**src/rtl/fts_pkg.sv**
```systemverilog
package fts_pkg;

    typedef enum logic [2:0] {
        ST_RUN       = 3'd0,
        ST_IDLE      = 3'd1,
        ST_BLOCK     = 3'd2,
        ST_SQUASH    = 3'd3,
        ST_MISS_WAIT = 3'd4,
        ST_MISS_DONE = 3'd5,
        ST_QUIESCE   = 3'd6,
        ST_TRAP      = 3'd7
    } fstate_e;

    typedef enum logic [2:0] {
        POL_SINGLE = 3'd0,
        POL_RR     = 3'd1,
        POL_IQ     = 3'd2,
        POL_LSQ    = 3'd3,
        POL_BRANCH = 3'd4
    } policy_e;

    function automatic logic can_fetch(input logic [2:0] st);
        return (st == ST_RUN) || (st == ST_IDLE) || (st == ST_MISS_DONE);
    endfunction

endpackage

```
**src/rtl/fts_rr_list.sv**
```systemverilog
module fts_rr_list #(
    parameter int N     = 4,
    parameter int TID_W = 2
) (
    input  logic             clk,
    input  logic             rst_n,
    input  logic [N-1:0]     elig,
    input  logic             advance,
    output logic             hit,
    output logic [TID_W-1:0] pick
);
    typedef logic [TID_W-1:0] tid_t;

    typedef struct packed {
        tid_t [N-1:0] order;
    } rr_state_t;

    rr_state_t state_d, state_q;
    int        pos;

    always_comb begin
        hit     = 1'b0;
        pos     = 0;
        state_d = state_q;
        for (int i = 0; i < N; i++) begin
            if (!hit && elig[state_q.order[i]]) begin
                hit = 1'b1;
                pos = i;
            end
        end
        pick = hit ? state_q.order[pos] : '0;
        if (advance && hit) begin
            for (int j = 0; j < N - 1; j++) begin
                if (j >= pos) state_d.order[j] = state_q.order[j+1];
            end
            state_d.order[N-1] = pick;
        end
    end

    always_ff @(posedge clk) begin
        if (!rst_n) begin
            for (int i = 0; i < N; i++) state_q.order[i] <= tid_t'(i);
        end else begin
            state_q <= state_d;
        end
    end

endmodule

```
**src/rtl/fts_min_pick.sv**
```systemverilog
module fts_min_pick #(
    parameter int N     = 4,
    parameter int CNT_W = 6,
    parameter int TID_W = 2
) (
    input  logic [N*CNT_W-1:0] cnt,
    input  logic [N-1:0]       elig,
    output logic               hit,
    output logic [TID_W-1:0]   pick
);
    logic [CNT_W-1:0] best;

    always_comb begin
        hit  = 1'b0;
        best = '0;
        pick = '0;
        for (int i = 0; i < N; i++) begin
            if (elig[i] && (!hit || cnt[i*CNT_W +: CNT_W] < best)) begin
                hit  = 1'b1;
                best = cnt[i*CNT_W +: CNT_W];
                pick = TID_W'(i);
            end
        end
    end

endmodule

```
**src/rtl/fetch_thread_sel.sv**
```systemverilog
module fetch_thread_sel #(
    parameter int NUM_THREADS = 4,
    parameter int CNT_W       = 6,
    localparam int TID_W      = (NUM_THREADS > 1) ? $clog2(NUM_THREADS) : 1
) (
    input  logic                         clk,
    input  logic                         rst_n,
    input  logic [2:0]                   policy,
    input  logic [NUM_THREADS-1:0]       active,
    input  logic [3*NUM_THREADS-1:0]     thr_state,
    input  logic [CNT_W*NUM_THREADS-1:0] iq_cnt,
    input  logic [CNT_W*NUM_THREADS-1:0] lsq_cnt,
    output logic                         sel_valid,
    output logic [TID_W-1:0]             sel_tid
);
    import fts_pkg::*;

    logic [NUM_THREADS-1:0] elig;
    logic                   rr_hit, iq_hit, lsq_hit, first_hit;
    logic [TID_W-1:0]       rr_tid, iq_tid, lsq_tid, first_tid;
    logic                   rr_adv;

    for (genvar g = 0; g < NUM_THREADS; g++) begin : g_elig
        assign elig[g] = active[g] && can_fetch(thr_state[3*g +: 3]);
    end

    assign rr_adv = (NUM_THREADS > 1) && (policy == POL_RR);

    fts_rr_list #(.N(NUM_THREADS), .TID_W(TID_W)) u_rr (
        .clk     (clk),
        .rst_n   (rst_n),
        .elig    (elig),
        .advance (rr_adv),
        .hit     (rr_hit),
        .pick    (rr_tid)
    );

    fts_min_pick #(.N(NUM_THREADS), .CNT_W(CNT_W), .TID_W(TID_W)) u_iq (
        .cnt  (iq_cnt),
        .elig (elig),
        .hit  (iq_hit),
        .pick (iq_tid)
    );

    fts_min_pick #(.N(NUM_THREADS), .CNT_W(CNT_W), .TID_W(TID_W)) u_lsq (
        .cnt  (lsq_cnt),
        .elig (elig),
        .hit  (lsq_hit),
        .pick (lsq_tid)
    );

    always_comb begin
        first_hit = |active;
        first_tid = '0;
        for (int i = NUM_THREADS - 1; i >= 0; i--) begin
            if (active[i]) first_tid = TID_W'(i);
        end
    end

    always_comb begin
        sel_valid = 1'b0;
        sel_tid   = '0;
        if (NUM_THREADS == 1) begin
            sel_valid = elig[0];
        end else begin
            case (policy)
                POL_SINGLE: sel_valid = 1'b1;
                POL_RR:     begin sel_valid = rr_hit;    sel_tid = rr_tid;    end
                POL_IQ:     begin sel_valid = iq_hit;    sel_tid = iq_tid;    end
                POL_LSQ:    begin sel_valid = lsq_hit;   sel_tid = lsq_tid;   end
                POL_BRANCH: begin sel_valid = first_hit; sel_tid = first_tid; end
                default:    sel_valid = 1'b0;
            endcase
        end
    end

endmodule

```
**config.mk**
```make
export PLATFORM = sky130hd
export DESIGN_NAME = fetch_thread_sel
export DESIGN_NICKNAME = d
export VERILOG_FILES = /design/src/rtl/fts_pkg.sv /design/src/rtl/fts_rr_list.sv /design/src/rtl/fts_min_pick.sv /design/src/rtl/fetch_thread_sel.sv
export SDC_FILE = /design/constraint.sdc
export NUM_CORES = 1
export LEC_CHECK = 0
export ABC_CLOCK_PERIOD_IN_PS = 17700
export BUFFER_PORTS_ARGS = -buffer_cell sky130_fd_sc_hd__buf_2
export CAP_MARGIN = 5
export CORE_ASPECT_RATIO = 0.5
export CORE_MARGIN = 10
export CORE_UTILIZATION = 45
export CTS_CLUSTER_SIZE = 24
export DETAILED_ROUTE_END_ITERATION = 6
export PLACE_DENSITY = 0.78
export SYNTH_ARGS = -nofsm -noshare
export SYNTH_HDL_FRONTEND = slang
export SYNTH_HIERARCHICAL = 1
export SYNTH_SLANG_ARGS = --single-unit
```
**constraint.sdc**
```tcl
create_clock -name clk -period 17.7 [get_ports clk]
set_input_delay 2.655 -clock clk [delete_from_list [all_inputs] [get_ports clk]]
set_output_delay 2.655 -clock clk [all_outputs]
set_load 0.01 [all_outputs]
```
==> results.cfg, run 1 <==
[placed_design]
globalplace.congestion = 0.895
io_buffers = 71
pre_cts_ws_ns = 6.43
post-dp-hpwl_mm = 5.43

[power]
irDropWorstVdd_mv = 0.0261
leakage_nw = 1.24
p_per_area_mw_per_mm2 = 37.7

[timing]
fin_tns_setup_ns = 0
clock.fmax_ghz = 0.0884
slew_viol_final = 0
clock_skew_ns = 0.000764
fin_ws_ns = 6.39
hold_viol = 0
worstMarginPinSlew_ns = 0.971
slew_headroom_pct = 35.2
post-route-period-util_pct = 63.9
rsz0062_at_grt = false
fin_crit_ns = 11.31
setup_viol_count_final = 0

[setup_path]
worstPathRequired_ns = 15.05
slowest_delay_ns = 0.49
r2r-end = u_rr/state_q[6]
r2r-start = u_rr/state_q[0]
cp-start-kind = input port
r2r_slack_ns = 15.74
critPathTopFamily = compound AO/OA/AOI/OAI gates
worst_path_most_repeated_cell = ha_1
critical_path.slowest_cell = nor4b_1
cp.buffers_inverters = 3
path_max_fanout = 32
worst_setup_path_end_kind = primary output
reg2reg_depth = 4
worstPathArrival_ns = 8.65
path_class = input port to primary output

[yosys]
ys_seq_area_share_pct = 7.08
synth_top_area_cell = ha_1
ys_warn_count = 6
synth_area_leaders = ha_1 (17%), mux2_2 (11%), dfxtp_1 (7.1%)
syn_avg_cell_area_um2 = 8.28
synthesis.area_mm2 = 0.00226
synth_nets = 372
synth-main-ff-cell = dfxtp_1
synth-seq-cells = 8
synth_top_cell_area_share_pct = 16.6
synth_edf_count = 0
synthCells = 273
synthArstFlopShare_pct = 0
yosysUniqueCellTypes = 50

[min_path]
worstHoldStart = u_rr/state_q[1]
hold_depth = 2
hold_end = u_rr/state_q[1]
min_path_type = register to register

[routing]
via_count = 2363
drt-wirelength-per-cell_um = 15.2
drt-pass1-iter-count = 4
antenna_left = 0
first_iter_violations = 65
drt-total-wl_mm = 6.34
via_per_inst = 5.68
drc = 0

[finish]
seqCellArea_um2 = 160
nFillCells = 451
num_antenna_cells = 0
final_nets = 447
largest_reg_flops = 8
multi_input_area_mm2 = 0.00196
top_register = u_rr/state_q
reg_top3 = u_rr/state_q x8
drive_gt1_share_pct = 36.7
area_delta_synth_final_pct = 20.9

[die]
num_rows = 18
die_w_um = 120
die_area_mm2 = 0.00843
num_io_pins = 72
die_y_um = 70.1
start_util_pct = 46.3
core_mm2 = 0.00489

[global_route]
grt_start_max_net_pins = 33
grt_pass1_vias = 2464
grt_remaining_overflow = 0
grt_usage_pct = 14.3
grt_pass1_wl_mm = 10.7
antenna_found_initial = 0

[clock_network]
cts_setup_buffers = 0
clockRootBuffer = clkbuf_8
cts_buffer_depth = 2
clkSinkCount = 8
clk_pin_slew_worst_paths_ns = 0.04
cts_resized = 0
insertion_delay_ns = 0.22
cts_tree = done
htree_levels = 1
cts_buffers = 3
cts_hold_buf = 0

[run]
max_cap_violations = 0

[status]
outcome = finished clean
-- area by class of cell --
| type | count | share of cell area, % |
|---|---|---|
| multi-input combinational | 233 | 71.7 |
| clock buffer | 3 | 1.51 |
| timing repair buffer | 74 | 13.8 |
| sequential | 8 | 5.86 |
| inverter | 28 | 3.85 |
| tap | 70 | 3.21 |
-- placed cells by master, fill, tap and decap left out, types with 3 or more instances in the layout --
cell      Yosys  routed
a2111o_1      4       4
a211oi_1      8       8
a21oi_1      10      10
buf_2         0      71
buf_4         0       3
clkbuf_8      0       3
dfxtp_1       8       8
ha_1         30      30
inv_1        28      28
mux2_2       22      22
mux2i_1       8       8
mux4_2        4       4
nand2_1      29      29
nand2b_1      3       3
nand3_1       8       8
nand3b_1      3       3
nor2_1       13      13
nor2b_1       7       7
nor3_1        5       5
nor3b_1       8       6
o211a_1       4       4
o21a_1        4       4
o21ai_0      15      15
o21ai_2       4       4
-- per-layer routing --
metal / wire length (µm) / track usage (%) / part of all wire [%]
met5: 0 / 0 / 0
met4: 60 / 2.39 / 0.95
met3: 333 / 3.53 / 5.3
met2: 3150 / 26.2 / 50
met1: 2800 / 16.7 / 44
-- synth_stat cells, types with 3 or more instances --
master	number
nand2_1	29
mux2_2	22
dfxtp_1	8
o21ai_2	4
o21a_1	4
nand3b_1	3
nor2_1	13
nor3b_1	8
a21oi_1	10
mux2i_1	8
mux4_2	4
buf_6	4
nand2b_1	3
o211a_1	4
inv_1	28
o21ai_0	15
nor3_1	5
nand3_1	8
a2111o_1	4
nor2b_1	7
ha_1	30
a211oi_1	8
-- kinds of logic after synthesis --
kind of cell,share of synthesized area [%]
adders and majority gates,16.6
buffers and inverters,6.64
DFF,7.08
muxes,19.0
AOI/OAI and AO/OA,28.3
and+or+nand+nor,22.4
-- power by group --
part / switching [mW] / internal [mW]
Combinational: 0.0319 / 0.0303
Clock: 0.00654 / 0.0147
Sequential: 0.000920 / 0.0187
-- per-stage QoR --
step / total power, mW / cells / util, % / hold WS (ns) / area (µm²)
after floorplan: 0.0623 / 273 / - / 0.475 / 2260
after global placement: 0.0791 / 413 / 55.1 / 0.497 / 2690
after detailed placement: 0.0817 / 413 / 55.1 / 0.504 / 2690
after CTS: 0.104 / 416 / 55.9 / 0.510 / 2730
after global routing: 0.112 / 416 / 55.9 / 0.558 / 2730
final: 0.103 / 416 / 55.9 / 0.510 / 2730
-- worst min-delay path, delay by kind of cell (launching register included) --
family,cells,cell delay (ns)
flip-flops,1,0.33
AND/OR/NAND/NOR,1,0.06
AO/OA/AOI/OAI,1,0.07
-- worst max-delay path by stage --
| stage | cells after the start | slack [ns] | from | end |
|---|---|---|---|---|
| 2_1_floorplan | 24 | 6.60 | thr_state[2] | sel_tid[0] |
| 3_3_place_gp | 26 | 6.53 | thr_state[2] | sel_tid[0] |
| 3_5_place_dp | 26 | 6.43 | thr_state[2] | sel_tid[0] |
| 4_1_cts | 26 | 6.39 | thr_state[2] | sel_tid[0] |
| 5_1_grt | 26 | 5.95 | thr_state[2] | sel_tid[0] |
| 6_report | 26 | 6.39 | thr_state[2] | sel_tid[0] |
Power figures use the tool's default switching activity.
==> inputs of run 2 (changes only) <==
- ABC_CLOCK_PERIOD_IN_PS: 17700 -> 10600
- clock period: 17.7 -> 10.6 ns (I/O delays scaled with it)
==> run 2 against run 1 <==
Compared with the run above:
- clock skew grew 0.0015 ns
- flip-flop and latch count did not move
- worst setup slack worse by 5.0 ns
- sequential power is 67% higher
- register-to-register slack got worse by 7.1 ns
- largest power group unchanged
- worst hold slack better by 0.018 ns
- combinational power grew 69%
- routed wire length increased by 3.9%
- utilization is the same
- cell count stayed put
- via count rose by 0.55%
- clock power up 70%
==> results.cfg, run 2 (synthesis gave the netlist of run 1 again) <==
[status]
outcome = finished clean

[setup_path]
path_class = input port to primary output
worstPathArrival_ns = 7.67
worst_setup_path_end_kind = primary output
cp-start-kind = input port
worstPathRequired_ns = 9.01
path_max_fanout = 32

[finish]
top_register = u_rr/state_q
nFillCells = 465
drive_gt1_share_pct = 36.7
reg_top3 = u_rr/state_q x8
final_cell_mix = buf_2 (71), ha_1 (30), nand2_1 (29)
area_delta_synth_final_pct = 20.9
final_nets = 447
largest_reg_flops = 8
final_common_cell = buf_2
num_antenna_cells = 0

[routing]
first_iter_violations = 104
drt-pass1-iter-count = 4
dr_wl_met2_mm = 3.29
antenna_left = 0
drt-total-wl_mm = 6.58
top_layer = met3
via_per_inst = 5.71
drt-wirelength-per-cell_um = 15.8
via_count = 2376
drc = 0
wl_met3_um = 402
wl_met1_mm = 2.89

[placed_design]
pre_cts_ws_ns = 1.43
post-dp-hpwl_mm = 5.46
globalplace.congestion = 0.869
io_buffers = 71

[timing]
setup_viol_count_final = 0
clock.fmax_ghz = 0.108
hold_viol = 0
slew_headroom_pct = 38.3
fin_tns_setup_ns = 0
post-route-period-util_pct = 87.3
clock_skew_ns = 0.00231
worstMarginPinSlew_ns = 0.924
fin_ws_ns = 1.34
fin_crit_ns = 9.26
rsz0062_at_grt = false
slew_viol_final = 0

[global_route]
grt_pass1_wl_mm = 11.0
grt_start_max_net_pins = 33
grt_usage_pct = 14.7
antenna_found_initial = 0
grt_pass1_vias = 2441
grt_remaining_overflow = 0

[clock_network]
cts_hold_buf = 0
clkSinkCount = 8
cts_setup_buffers = 0
cts_resized = 0
cts_buffer_depth = 2
insertion_delay_ns = 0.23
htree_levels = 1
clk_pin_slew_worst_paths_ns = 0.04
clockRootBuffer = clkbuf_8
cts_tree = done
cts_buffers = 3

[power]
leakage_nw = 1.24
p_per_area_mw_per_mm2 = 63.6
finalPower_mw = 0.174
irDropWorstVdd_mv = 0.0379

[die]
num_rows = 18
die_w_um = 120
start_util_pct = 46.3
die_y_um = 70.1
num_io_pins = 72
core_mm2 = 0.00489
die_area_mm2 = 0.00843

[run]
max_cap_violations = 0

[min_path]
min_path_type = register to register
## run 2: cell counts in the layout (fill, tap and decap cells not counted)
Identical to the previous run, type by type.
## run 2: final timing paths
check | from | to | slack (ns) | depth (start not counted)
setup / recovery | thr_state[2] | sel_tid[0] | 1.34 | 26
hold / removal | u_rr/state_q[1] | u_rr/state_q[1] | 0.53 | 2
setup reg to reg | u_rr/state_q[0] | u_rr/state_q[6] | 8.68 | 4
hold reg to reg | u_rr/state_q[1] | u_rr/state_q[1] | 0.53 | 2
## run 2: report_power, final
part	switching [mW]	internal (mW)	leakage, nW
Clock	0.0115	0.0246	0.0216
Combinational	0.0548	0.0504	1.15
Sequential	0.00154	0.0312	0.0650
## run 2: cell type report
cell class,instances,area (µm²),share of cell area [%]
sequential,8,160,5.86
multi-input combinational,233,1960,71.7
clock buffer,3,41.3,1.51
timing repair buffer,74,378,13.8
inverter,28,105,3.85
tap,70,87.6,3.21
## run 2: metal layers
metal / GRT usage [%] / up-vias
li1: - / 1190
met1: 17.9 / 1107
met2: 27.0 / 79
met3: 2.73 / 0
met4: 1.60 / 0
met5: 0 / -
## run 2: metrics by stage
step                      instances  instance area, µm²  hold slack [ns]  utilization, %
after global placement          413                2690            0.497            55.1
after global routing            416                2730            0.558            55.9
final                           416                2730            0.528            55.9
after floorplan                 273                2260            0.475               -
after CTS                       416                2730            0.525            55.9
after detailed placement        413                2690            0.521            55.1
## run 2: critical path: stages
cell      delay [ns]
buf_2           0.09
nor2b_1         0.13
nor3b_2         0.15
buf_4           0.34
nand2_1         0.13
ha_1            0.31
o211ai_1        0.08
o211a_1         0.28
o21ai_2         0.35
mux2_2          0.41
ha_1            0.29
a211oi_1        0.28
o21ai_0         0.16
nor4b_1         0.49
nor3_2          0.20
mux2_2          0.31
ha_1            0.29
a21o_2          0.19
a21o_1          0.20
a2111o_1        0.42
a2111o_1        0.44
o211ai_2        0.08
mux2_1          0.15
nand3b_1        0.07
nand3_1         0.08
buf_2           0.13
==> inputs of run 3 (changes only) <==
- ABC_CLOCK_PERIOD_IN_PS: 10600 -> 8900
- clock period: 10.6 -> 8.9 ns (I/O delays scaled with it)
==> run 3 against run 2 <==
Compared with the run above:
- critical path depth stayed put
- largest power group unchanged
- clock skew down 0.0010 ns
- largest cell class unchanged
- routed wire length shrank 0.77%
- utilization increased by 0.92 points
- die area unchanged
- worst hold slack worse by 0.011 ns
- cell count rose by 0.24%
- global-route usage is 0.25 points lower
==> results.cfg, run 3 (synthesis gave the netlist of run 1 again) <==
[status]
outcome = finished clean

[placed_design]
dp_cells = 414
globalplace.congestion = 0.926
post-dp-hpwl_mm = 5.57
io_buffers = 71

[routing]
drt-wirelength-per-cell_um = 15.7
first_iter_violations = 81
drt-pass1-iter-count = 4
antenna_left = 0
via_per_inst = 5.77
drc = 0
via_count = 2406
drt-total-wl_mm = 6.53

[min_path]
hold_end = u_rr/state_q[1]
worstHoldStart = u_rr/state_q[1]
min_path_type = register to register
hold_depth = 2

[global_route]
antenna_found_initial = 0
grt_start_max_net_pins = 22
grt_pass1_vias = 2490
grt_usage_pct = 14.5
grt_remaining_overflow = 0
grt_pass1_wl_mm = 10.8

[clock_network]
cts_setup_buffers = 0
insertion_delay_ns = 0.22
clockRootBuffer = clkbuf_8
cts_tree = done
cts_hold_buf = 0
cts_buffer_depth = 2
htree_levels = 1
clkSinkCount = 8
cts_buffers = 3
clk_pin_slew_worst_paths_ns = 0.04

[die]
start_util_pct = 46.3
die_y_um = 70.1
num_rows = 18
die_w_um = 120
num_io_pins = 72
die_area_mm2 = 0.00843
core_mm2 = 0.00489

[setup_path]
slowest_delay_ns = 0.46
worstPathRequired_ns = 7.57
critical_path.slowest_cell = nor4b_2
r2r-end = u_rr/state_q[6]
reg2reg_depth = 4
worst_setup_path_end_kind = primary output
critPathTopFamily = compound AO/OA/AOI/OAI gates
path_max_fanout = 21
worstPathArrival_ns = 7.15
r2r-start = u_rr/state_q[0]
cp.buffers_inverters = 3
path_class = input port to primary output
worst_path_most_repeated_cell = ha_1
r2r_slack_ns = 6.98
cp-start-kind = input port

[finish]
area_delta_synth_final_pct = 22.9
top_register = u_rr/state_q
num_antenna_cells = 0
final_util_pct = 56.8
nFillCells = 446
largest_reg_flops = 8
final_nets = 448
final_cell_mix = buf_2 (71), ha_1 (30), nand2_1 (29)
reg_top3 = u_rr/state_q x8
instances_no_fill = 417
drive_gt1_share_pct = 37.8
final_common_cell = buf_2

[timing]
setup_viol_count_final = 0
clock.fmax_ghz = 0.118
fin_tns_setup_ns = 0
fin_crit_ns = 8.49
worstMarginPinSlew_ns = 0.975
clock_skew_ns = 0.00127
post-route-period-util_pct = 95.4
slew_headroom_pct = 34.8
slew_viol_final = 0
hold_viol = 0

[power]
p_per_area_mw_per_mm2 = 75.2
irDropWorstVdd_mv = 0.0511
leakage_nw = 1.25

[run]
max_cap_violations = 0
## run 3: changes by cell type in the layout (fill, tap and decap cells not counted), sizes merged
cell and delta:
buf +1
## run 3: how the worst max path moves through the flow
stage	startpoint	endpoint	slack (ns)	cells after the start
detailed placement	thr_state[2]	sel_tid[0]	0.37	26
finish	thr_state[2]	sel_tid[0]	0.41	26
CTS	thr_state[2]	sel_tid[0]	0.33	26
floorplan	thr_state[2]	sel_tid[0]	0.44	24
global route	thr_state[2]	sel_tid[0]	-0.02	26
global placement	thr_state[2]	sel_tid[0]	0.45	26
## run 3: layout make-up
cell class	count	area, µm²	share of cell area [%]
flip-flops and latches	8	160	5.77
multi-input cells	233	2000	71.9
well taps	70	87.6	3.15
repair buffers	75	385	13.9
clock buffers	3	41.3	1.49
inverters	28	105	3.78
## run 3: stage by stage
stage / setup WS, ns / power [mW] / hold slack, ns / instance area [µm²]
final: 0.412 / 0.209 / 0.517 / 2780
after floorplan: 0.435 / 0.124 / 0.475 / 2260
after global placement: 0.450 / 0.158 / 0.497 / 2700
after CTS: 0.334 / 0.207 / 0.517 / 2740
after global routing: -0.0244 / 0.227 / 0.555 / 2780
after detailed placement: 0.372 / 0.164 / 0.513 / 2700
## run 3: report_power, final
group / switching [mW] / internal [mW]
Clock: 0.0131 / 0.0292
Sequential: 0.00180 / 0.0371
Combinational: 0.0664 / 0.0614
## run 3: timing repair
item                                    4_1_cts  5_1_grt
endpoints found under the hold margin         0        0
gates resized for setup                       0        6
endpoints found under the setup margin        0        2
## run 3: metal layers
metal  track usage, %  share of wire, %
met4             2.79              0.87
met2             26.2                50
met5                0                 0
met1             16.7                43
met3             3.85               6.2
## run 3: worst min-delay path, stage by stage (launching register included)
cell and delay (ns):
dfxtp_1 0.33, nand2_1 0.06, a21boi_0 0.07
